--- src/rtl/sdl_pkg.sv ---
package sdl_pkg;

  typedef enum logic [2:0] {
    TRG_NONE  = 3'd0,
    TRG_RISE  = 3'd1,
    TRG_FALL  = 3'd2,
    TRG_ANY   = 3'd3,
    TRG_LEVEL = 3'd4,
    TRG_HOLD  = 3'd5
  } trig_algo_e;

  typedef enum logic {
    IC_FIXED = 1'b0,
    IC_PORT  = 1'b1
  } ic_src_e;

  // Rules that compare against the value seen at the previous enabled step.
  function automatic bit needs_prev(trig_algo_e a);
    return (a == TRG_RISE) || (a == TRG_FALL) || (a == TRG_ANY) || (a == TRG_LEVEL);
  endfunction

  function automatic logic fires(trig_algo_e a, logic now_v, logic before_v);
    logic f;
    case (a)
      TRG_RISE:  f = now_v & ~before_v;
      TRG_FALL:  f = ~now_v & before_v;
      TRG_ANY:   f = now_v ^ before_v;
      TRG_LEVEL: f = now_v | before_v;
      TRG_HOLD:  f = now_v;
      default:   f = 1'b0;
    endcase
    return f;
  endfunction

endpackage

--- src/rtl/sdl_trigger.sv ---
module sdl_trigger
  import sdl_pkg::*;
#(
  parameter trig_algo_e ALGO = TRG_RISE
) (
  input  logic clk,
  input  logic rst_n,
  input  logic step_en,
  input  logic reload,
  output logic hit
);

  logic prev;

  generate
    if (needs_prev(ALGO)) begin : g_prev
      logic prev_q;
      logic prev_d;

      always_comb begin
        prev_d = prev_q;
        if (step_en) prev_d = reload;
      end

      always_ff @(posedge clk or negedge rst_n) begin
        if (!rst_n) prev_q <= 1'b0;
        else        prev_q <= prev_d;
      end

      assign prev = prev_q;
    end else begin : g_noprev
      logic unused_trig;
      assign unused_trig = ^{clk, rst_n, step_en};
      assign prev = 1'b0;
    end
  endgenerate

  assign hit = fires(ALGO, reload, prev);

endmodule

--- src/rtl/sdl_ic_select.sv ---
module sdl_ic_select
  import sdl_pkg::*;
#(
  parameter int                        DATA_W  = 8,
  parameter int                        DEPTH   = 4,
  parameter ic_src_e                   IC_SRC  = IC_FIXED,
  parameter logic [DEPTH*DATA_W-1:0]   IC_INIT = '0
) (
  input  logic [DEPTH*DATA_W-1:0] ic_port,
  output logic [DEPTH*DATA_W-1:0] ic_vec
);

  generate
    if (IC_SRC == IC_PORT) begin : g_port
      assign ic_vec = ic_port;
    end else begin : g_fixed
      logic unused_port;
      assign unused_port = ^ic_port;
      assign ic_vec = IC_INIT;
    end
  endgenerate

endmodule

--- src/rtl/sdl_stages.sv ---
module sdl_stages #(
  parameter int DATA_W = 8,
  parameter int DEPTH  = 4
) (
  input  logic                    clk,
  input  logic                    rst_n,
  input  logic                    step_en,
  input  logic                    load,
  input  logic [DEPTH*DATA_W-1:0] ic_vec,
  input  logic [DATA_W-1:0]       din,
  output logic [DATA_W-1:0]       oldest
);

  localparam int LAST = DEPTH - 1;

  logic [DATA_W-1:0] stage_q [DEPTH];
  logic [DATA_W-1:0] stage_d [DEPTH];

  // Stage 0 is the newest sample; a load behaves as if the line had just
  // been filled with the initial condition before this step's shift.
  always_comb begin
    for (int i = 0; i < DEPTH; i++) stage_d[i] = stage_q[i];
    if (step_en) begin
      stage_d[0] = din;
      for (int i = 1; i < DEPTH; i++)
        stage_d[i] = load ? ic_vec[(i-1)*DATA_W +: DATA_W] : stage_q[i-1];
    end
  end

  always_ff @(posedge clk or negedge rst_n) begin
    if (!rst_n) begin
      for (int i = 0; i < DEPTH; i++) stage_q[i] <= '0;
    end else begin
      stage_q <= stage_d;
    end
  end

  assign oldest = stage_q[LAST];

endmodule

--- src/rtl/step_delay_line.sv ---
module step_delay_line
  import sdl_pkg::*;
#(
  parameter int                      DATA_W  = 8,
  parameter int                      DEPTH   = 4,
  parameter trig_algo_e              ALGO    = TRG_RISE,
  parameter ic_src_e                 IC_SRC  = IC_FIXED,
  parameter logic [DEPTH*DATA_W-1:0] IC_INIT = '0
) (
  input  logic                    clk,
  input  logic                    rst_n,
  input  logic                    step_en,
  input  logic                    reload,
  input  logic [DATA_W-1:0]       din,
  input  logic [DEPTH*DATA_W-1:0] ic_in,
  output logic [DATA_W-1:0]       dout
);

  localparam int OLD_LSB = (DEPTH - 1) * DATA_W;

  // Asynchronous assertion, synchronous release.
  logic [1:0] rst_pipe_q;
  logic       rst_core_n;

  always_ff @(posedge clk or negedge rst_n) begin
    if (!rst_n) rst_pipe_q <= 2'b00;
    else        rst_pipe_q <= {rst_pipe_q[0], 1'b1};
  end

  assign rst_core_n = rst_pipe_q[1];

  // Set until the first enabled step: that step loads the initial condition.
  logic fresh_q;
  logic fresh_d;

  always_comb begin
    fresh_d = fresh_q;
    if (step_en) fresh_d = 1'b0;
  end

  always_ff @(posedge clk or negedge rst_core_n) begin
    if (!rst_core_n) fresh_q <= 1'b1;
    else             fresh_q <= fresh_d;
  end

  logic                    hit;
  logic                    load;
  logic [DEPTH*DATA_W-1:0] ic_vec;
  logic [DATA_W-1:0]       stage_old;

  sdl_trigger #(
    .ALGO (ALGO)
  ) u_trig (
    .clk     (clk),
    .rst_n   (rst_core_n),
    .step_en (step_en),
    .reload  (reload),
    .hit     (hit)
  );

  sdl_ic_select #(
    .DATA_W  (DATA_W),
    .DEPTH   (DEPTH),
    .IC_SRC  (IC_SRC),
    .IC_INIT (IC_INIT)
  ) u_ic (
    .ic_port (ic_in),
    .ic_vec  (ic_vec)
  );

  assign load = fresh_q | hit;

  sdl_stages #(
    .DATA_W (DATA_W),
    .DEPTH  (DEPTH)
  ) u_stages (
    .clk     (clk),
    .rst_n   (rst_core_n),
    .step_en (step_en),
    .load    (load),
    .ic_vec  (ic_vec),
    .din     (din),
    .oldest  (stage_old)
  );

  always_comb begin
    if (fresh_q || (step_en && hit)) dout = ic_vec[OLD_LSB +: DATA_W];
    else                             dout = stage_old;
  end

endmodule

--- config.mk ---
export PLATFORM = sky130hd
export DESIGN_NAME = step_delay_line
export DESIGN_NICKNAME = d
export VERILOG_FILES = /design/src/rtl/sdl_pkg.sv /design/src/rtl/sdl_trigger.sv /design/src/rtl/sdl_ic_select.sv /design/src/rtl/sdl_stages.sv /design/src/rtl/step_delay_line.sv
export SDC_FILE = /design/constraint.sdc
export NUM_CORES = 1
export LEC_CHECK = 0
export BUFFER_PORTS_ARGS = -buffer_cell sky130_fd_sc_hd__buf_2
export CORE_MARGIN = 4
export CORE_UTILIZATION = 37
export CTS_BUF_LIST = sky130_fd_sc_hd__clkbuf_16
export DETAILED_ROUTE_END_ITERATION = 16
export HOLD_SLACK_MARGIN = 0.08
export PLACE_DENSITY = 0.64
export SYNTH_ARGS = -nofsm -noshare
export SYNTH_HDL_FRONTEND = slang
export SYNTH_SLANG_ARGS = --single-unit
export TNS_END_PERCENT = 20
--- constraint.sdc ---
create_clock -name clk -period 2.5 [get_ports clk]
set_input_delay 0.375 -clock clk [delete_from_list [all_inputs] [get_ports clk]]
set_output_delay 0.375 -clock clk [all_outputs]
set_load 0.02 [all_outputs]
## Word level (Yosys, flattened, before mapping)

Index checks and enable logic that the tools add are counted.
W data, S select, Z words.

| storage, ports and cells | value |
|---|---|
| latch bits | 0 |
| register bits | 36 |
| bits of input ports | 44 |
| bits in read-only memories | 0 |
| RAM bits | 0 |
| memories kept | 0 |
| output and inout bits | 8 |
| logic and storage cells | 16 |

| operators by class | value |
|---|---|
| div/mod/pow operators | 0 |
| multipliers | 0 |
| bitwise gates (word level) | 3 |
| shifts and indexed selects | 0 |
| $lt $le $gt $ge | 0 |
| muxes and demuxes | 4 |
| add/sub/neg operators | 0 |
| reductions and logical operators | 2 |
| equal/unequal tests | 0 |

Operators with widths:

| kind | number |
|---|---|
| $mux W8 | 4 |
| $and A1 B1 Y1 | 1 |
| $logic_and A1 B1 Y1 | 1 |
| $logic_or A1 B1 Y1 | 1 |
| $not A1 Y1 | 1 |
| $or A1 B1 Y1 | 1 |

## Depth between registers and ports, before layout

| depth | value |
|---|---|
| depth after elaboration | 5 |
| gate-level depth with buffers | 4 |
| depth with buffers taken out | 2 |

## Cells and area by module

Synthesis repeated with hierarchy kept, for this count alone.

| second synthesis, totals | value |
|---|---|
| cell total of the unflattened synthesis | 180 |
| area, all modules | 1,979.4 um^2 |

By module, submodules not included:

| module | area an instance (um^2) | times used | cells an instance | seq. area each (um^2) |
|---|---|---|---|---|
| sdl_stages | 1,487.7 | 1 | 129 | 800.8 |
| sdl_ic_select | 244.0 | 1 | 33 | 0.0 |
| step_delay_line | 201.4 | 1 | 15 | 76.3 |
| sdl_trigger | 46.3 | 1 | 3 | 25.0 |

## Least setup slack after synthesis

No wires, ideal clock.

| timing | value |
|---|---|
| kind | input to output |
| from | input port step_en |
| to | output port dout[0] |
| slack | 0.957 ns |
| arrival | 1.168 ns |
| stages | 3 |
| buffers on the path | 1 |
| data required time | 2.125 ns |
| cells stage by stage | and3b_2 -> buf_2 -> nor3_1 |

| on the way | value |
|---|---|
| cells in the longest elaborated chain, start to end | 3 |

RTL lines:

| element | line | RTL |
|---|---|---|
| start, declared | step_delay_line.sv:12 | `input logic step_en,` |
| $logic_and A1 B1 Y1 | step_delay_line.sv:87 | `if (fresh_q \|\| (step_en && hit)) dout = ic_vec[OLD_LSB +: DATA_W];` |
| $logic_or A1 B1 Y1 | step_delay_line.sv:87 |  |
| $mux W8 | step_delay_line.sv:87 |  |
| end, declared | step_delay_line.sv:16 | `output logic [DATA_W-1:0] dout` |

Every way passes these cells.

## Worst setup path after layout

| timing | value |
|---|---|
| from | register fresh_q |
| to | output port dout[4] |

| on the way | value |
|---|---|
| cells in the longest elaborated chain, start to end | 2 |

RTL lines:

| element | line | RTL |
|---|---|---|
| start, declared | step_delay_line.sv:33 | `logic fresh_q;` |
| start signal, assigned | step_delay_line.sv:43 | `else fresh_q <= fresh_d;` |
| $logic_or A1 B1 Y1 | step_delay_line.sv:87 |  |
| $mux W8 | step_delay_line.sv:87 |  |

Every way passes these cells.

==> results.py <==
metrics = {
    "cts": {
        "clock_latency_ns": 0.27,
        "ctsResizeCount": 0,
        "cts.sinks": 36,
        "clk_path_buf_depth": 2,
        "clock_tree.root_cell": "clkbuf_16",
        "clk_pin_slew_ns": 0.05,
        "postCtsHoldBufs": 1,
        "post_cts_buffers": 0,
        "h-tree-depth": 2,
        "cts_buffers": 5,
        "cts_tree": "done",
    },
    "place": {
        "hpwl_mm": 1.81,
        "place_inst": 204,
        "portBuffers": 19,
        "post-place-ws_ns": 0.973,
        "place.gp.congestion": 0.693,
    },
    "power_and_ir_drop": {
        "seqPwrFrac": 0.469,
        "comb_power_share": 0.148,
        "switching_power_uw": 354,
        "powerDensity_nw_per_um2": 748,
        "fin_total_pwr_mw": 1.46,
        "ir_worst_vdd_mv": 0.311,
        "internal_power_mw": 1.10,
        "clock_power_share": 0.383,
        "p_leak_nw": 0.872,
        "switching_share": 0.243,
    },
    "synth": {
        "synth_warnings": 0,
        "syn_area_um2": 1710,
        "yosysUniqueCellTypes": 15,
        "synthTopCellsByArea": "dfrtp_1, o32ai_2, mux2_2",
        "syn_inst": 143,
        "synth_top_area_share": 0.513,
        "ys_seq_area_frac": 0.528,
        "synth_seq_cells": 36,
        "yosys.area.top_type": "dfrtp_1",
        "synth_area_per_cell_um2": 11.9,
        "synth.net_count": 187,
    },
    "critical_path": {
        "path_cells": "nor3_1 > buf_2",
        "timing.rr.end": "u_stages.stage_q[10]$_DFFE_PN0P_",
        "r2r_start": "fresh_q$_DFFE_PN1P_",
        "path_class": "reg -> out",
        "critPathLaunchType": "flip-flop",
        "r2r.worst_path.cells": 2,
        "path_max_fanout": 22,
        "worstPathArrival_ns": 1.39,
        "critical_path_required_ns": 2.12,
        "ff2ff_setup_slack_ns": 1.08,
        "endpoint_kind": "output pin",
        "slowest_delay_ns": 0.82,
        "cp_slowest_cell": "dfstp_2",
    },
    "floorplanning": {
        "rows": 24,
        "die-area_um2": 5770,
        "io_pins": 52,
        "die_height_um": 75.9,
        "coreArea_um2": 4410,
        "die_x_um": 75.9,
        "initial_utilization": 0.387,
    },
    "finish": {
        "instances_no_fill": 213,
        "multi_input_comb_area_um2": 621,
        "seq_area_um2": 902,
        "final.fill_count": 422,
        "drive_gt1_frac": 0.373,
        "n_antenna_cell": 0,
        "fin_nets": 204,
        "area_delta_synth_final_pct": 14.1,
    },
    "sta": {
        "worstMarginPinSlew_ns": 0.690,
        "maxSlewViolCount": 0,
        "fin_tns_setup_ns": 0,
        "finalHoldViolCount": 0,
        "relSlewSlack": 0.540,
        "period_needed_ns": 1.77,
        "fin_crit_sh": 0.707,
        "rsz0062_at_grt": "false",
        "setup_viol": 0,
        "layout_setup_ws_ns": 0.733,
        "fin_worst_skew_ns": 0.00515,
        "timing.hold.ws_ns": 0.286,
        "max_freq_ghz": 0.566,
    },
    "drt": {
        "wire_per_inst_um": 12.8,
        "antenna_left": 0,
        "vias": 1031,
        "drtPass1Iterations": 4,
        "via_per_inst": 4.84,
        "drt_iter0_drc": 82,
        "drc_errors": 0,
        "drt_wl_total_mm": 2.73,
    },
    "grt": {
        "grt_max_degree": 59,
        "grt_pass1_wl_mm": 4.85,
        "track_usage": 0.105,
        "grt_pass1_vias": 1094,
        "overflow": 0,
        "grt_antenna_before_repair": 0,
    },
    "flow_run": {
        "max_cap_viol_count": 0,
    },
    "worst_hold_path": {
        "hold_class": "reg -> async",
    },
    "run_status": {
        "status": "finished clean",
    },
}
==> cell usage in the layout (no fill, tap or decap) <==
cell           netlist  layout
dfrtp_1             35      35
dlygate4sd3_1        0       1
o32ai_2             20      20
buf_2                6      19
conb_1               1       1
and3b_2              1       1
nand2_1             24      24
inv_1               24      27
mux2_2               9       9
nor2b_1              2       1
nor3_1               8       8
buf_4                4       4
dfstp_2              1       1
nor2b_2              0       1
o32ai_1              4       4
clkbuf_16            0       5
==> layout make-up <==
class	count	area share
Clock buffer	5	0.0642
Clock inverter	3	0.00578
Inverter	24	0.0462
Multi-Input combinational cell	69	0.318
Sequential cell	36	0.463
Tap cell	52	0.0334
Timing Repair Buffer	24	0.0693
==> metrics by stage <==
| stage | cell area, um^2 | util |
|---|---|---|
| after floorplan | 1710 | - |
| final | 1950 | 0.442 |
| after CTS | 1950 | 0.442 |
| after detailed placement | 1800 | 0.408 |
| after global placement | 1800 | 0.408 |
| after global routing | 1950 | 0.442 |
==> worst max-delay path by stage <==
| stage | start | to | slack [ns] | depth (start not counted) |
|---|---|---|---|---|
| after floorplan | step_en | dout[0] | 0.96 | 3 |
| final | fresh_q$_DFFE_PN1P_ | dout[4] | 0.73 | 2 |
| after CTS | fresh_q$_DFFE_PN1P_ | dout[1] | 0.71 | 2 |
| after global placement | step_en | u_stages.stage_q[27]$_DFFE_PN0P_ | 1.01 | 3 |
| after detailed placement | step_en | u_stages.stage_q[26]$_DFFE_PN0P_ | 0.97 | 3 |
| after global routing | fresh_q$_DFFE_PN1P_ | dout[2] | 0.61 | 2 |
==> power groups by stage <==
stage               sequential (mW)  clock (mW)  combinational [mW]
floorplan                     0.687           0               0.178
global placement              0.690           0               0.209
detailed placement            0.693           0               0.216
CTS                           0.684       0.586               0.219
global route                  0.691       0.604               0.240
finish                        0.684       0.559               0.216
==> metal layers <==
layer,vias up,GRT usage,share of wire
met1,486,0.120,0.45
li1,519,-,-
met5,-,0,0
met2,21,0.164,0.47
met4,0,0.0374,0.012
met3,5,0.0581,0.071
==> logic make-up (layout without fill, tap and decap cells) <==
logic type | count (synthesis) | after routing | share of synthesized area
DFF | 36 | 36 | 0.528
other | 1 | 1 | 0.00220
muxes | 9 | 9 | 0.0593
and+or+nand+nor | 35 | 35 | 0.0894
buffers and inverters | 38 | 56 | 0.110
AOI/OAI and AO/OA | 24 | 24 | 0.211
==> state kept, by name, summed over array words and instances, names as in the netlist <==
signal / flops
fresh_q: 1
rst_pipe_q: 2
u_stages.oldest: 8
u_stages.stage_q: 24
u_trig.g_prev.prev_q: 1
==> cell usage after synthesis (all sizes together) <==
| master | n |
|---|---|
| nor2b | 2 |
| dfstp | 1 |
| o32ai | 24 |
| conb | 1 |
| nor3 | 8 |
| nand2 | 24 |
| inv | 24 |
| dfrtp | 35 |
| mux2 | 9 |
| buf | 13 |
| clkbuf | 1 |
| and3b | 1 |
==> worst max-delay path, delay by kind of cell (launching register included) <==
kind	cells	cell delay, ns
DFF	1	0.82
and+or+nand+nor	1	0.12
buffers and inverters	1	0.18
No activity file was read; power rests on OpenSTA's default activity.
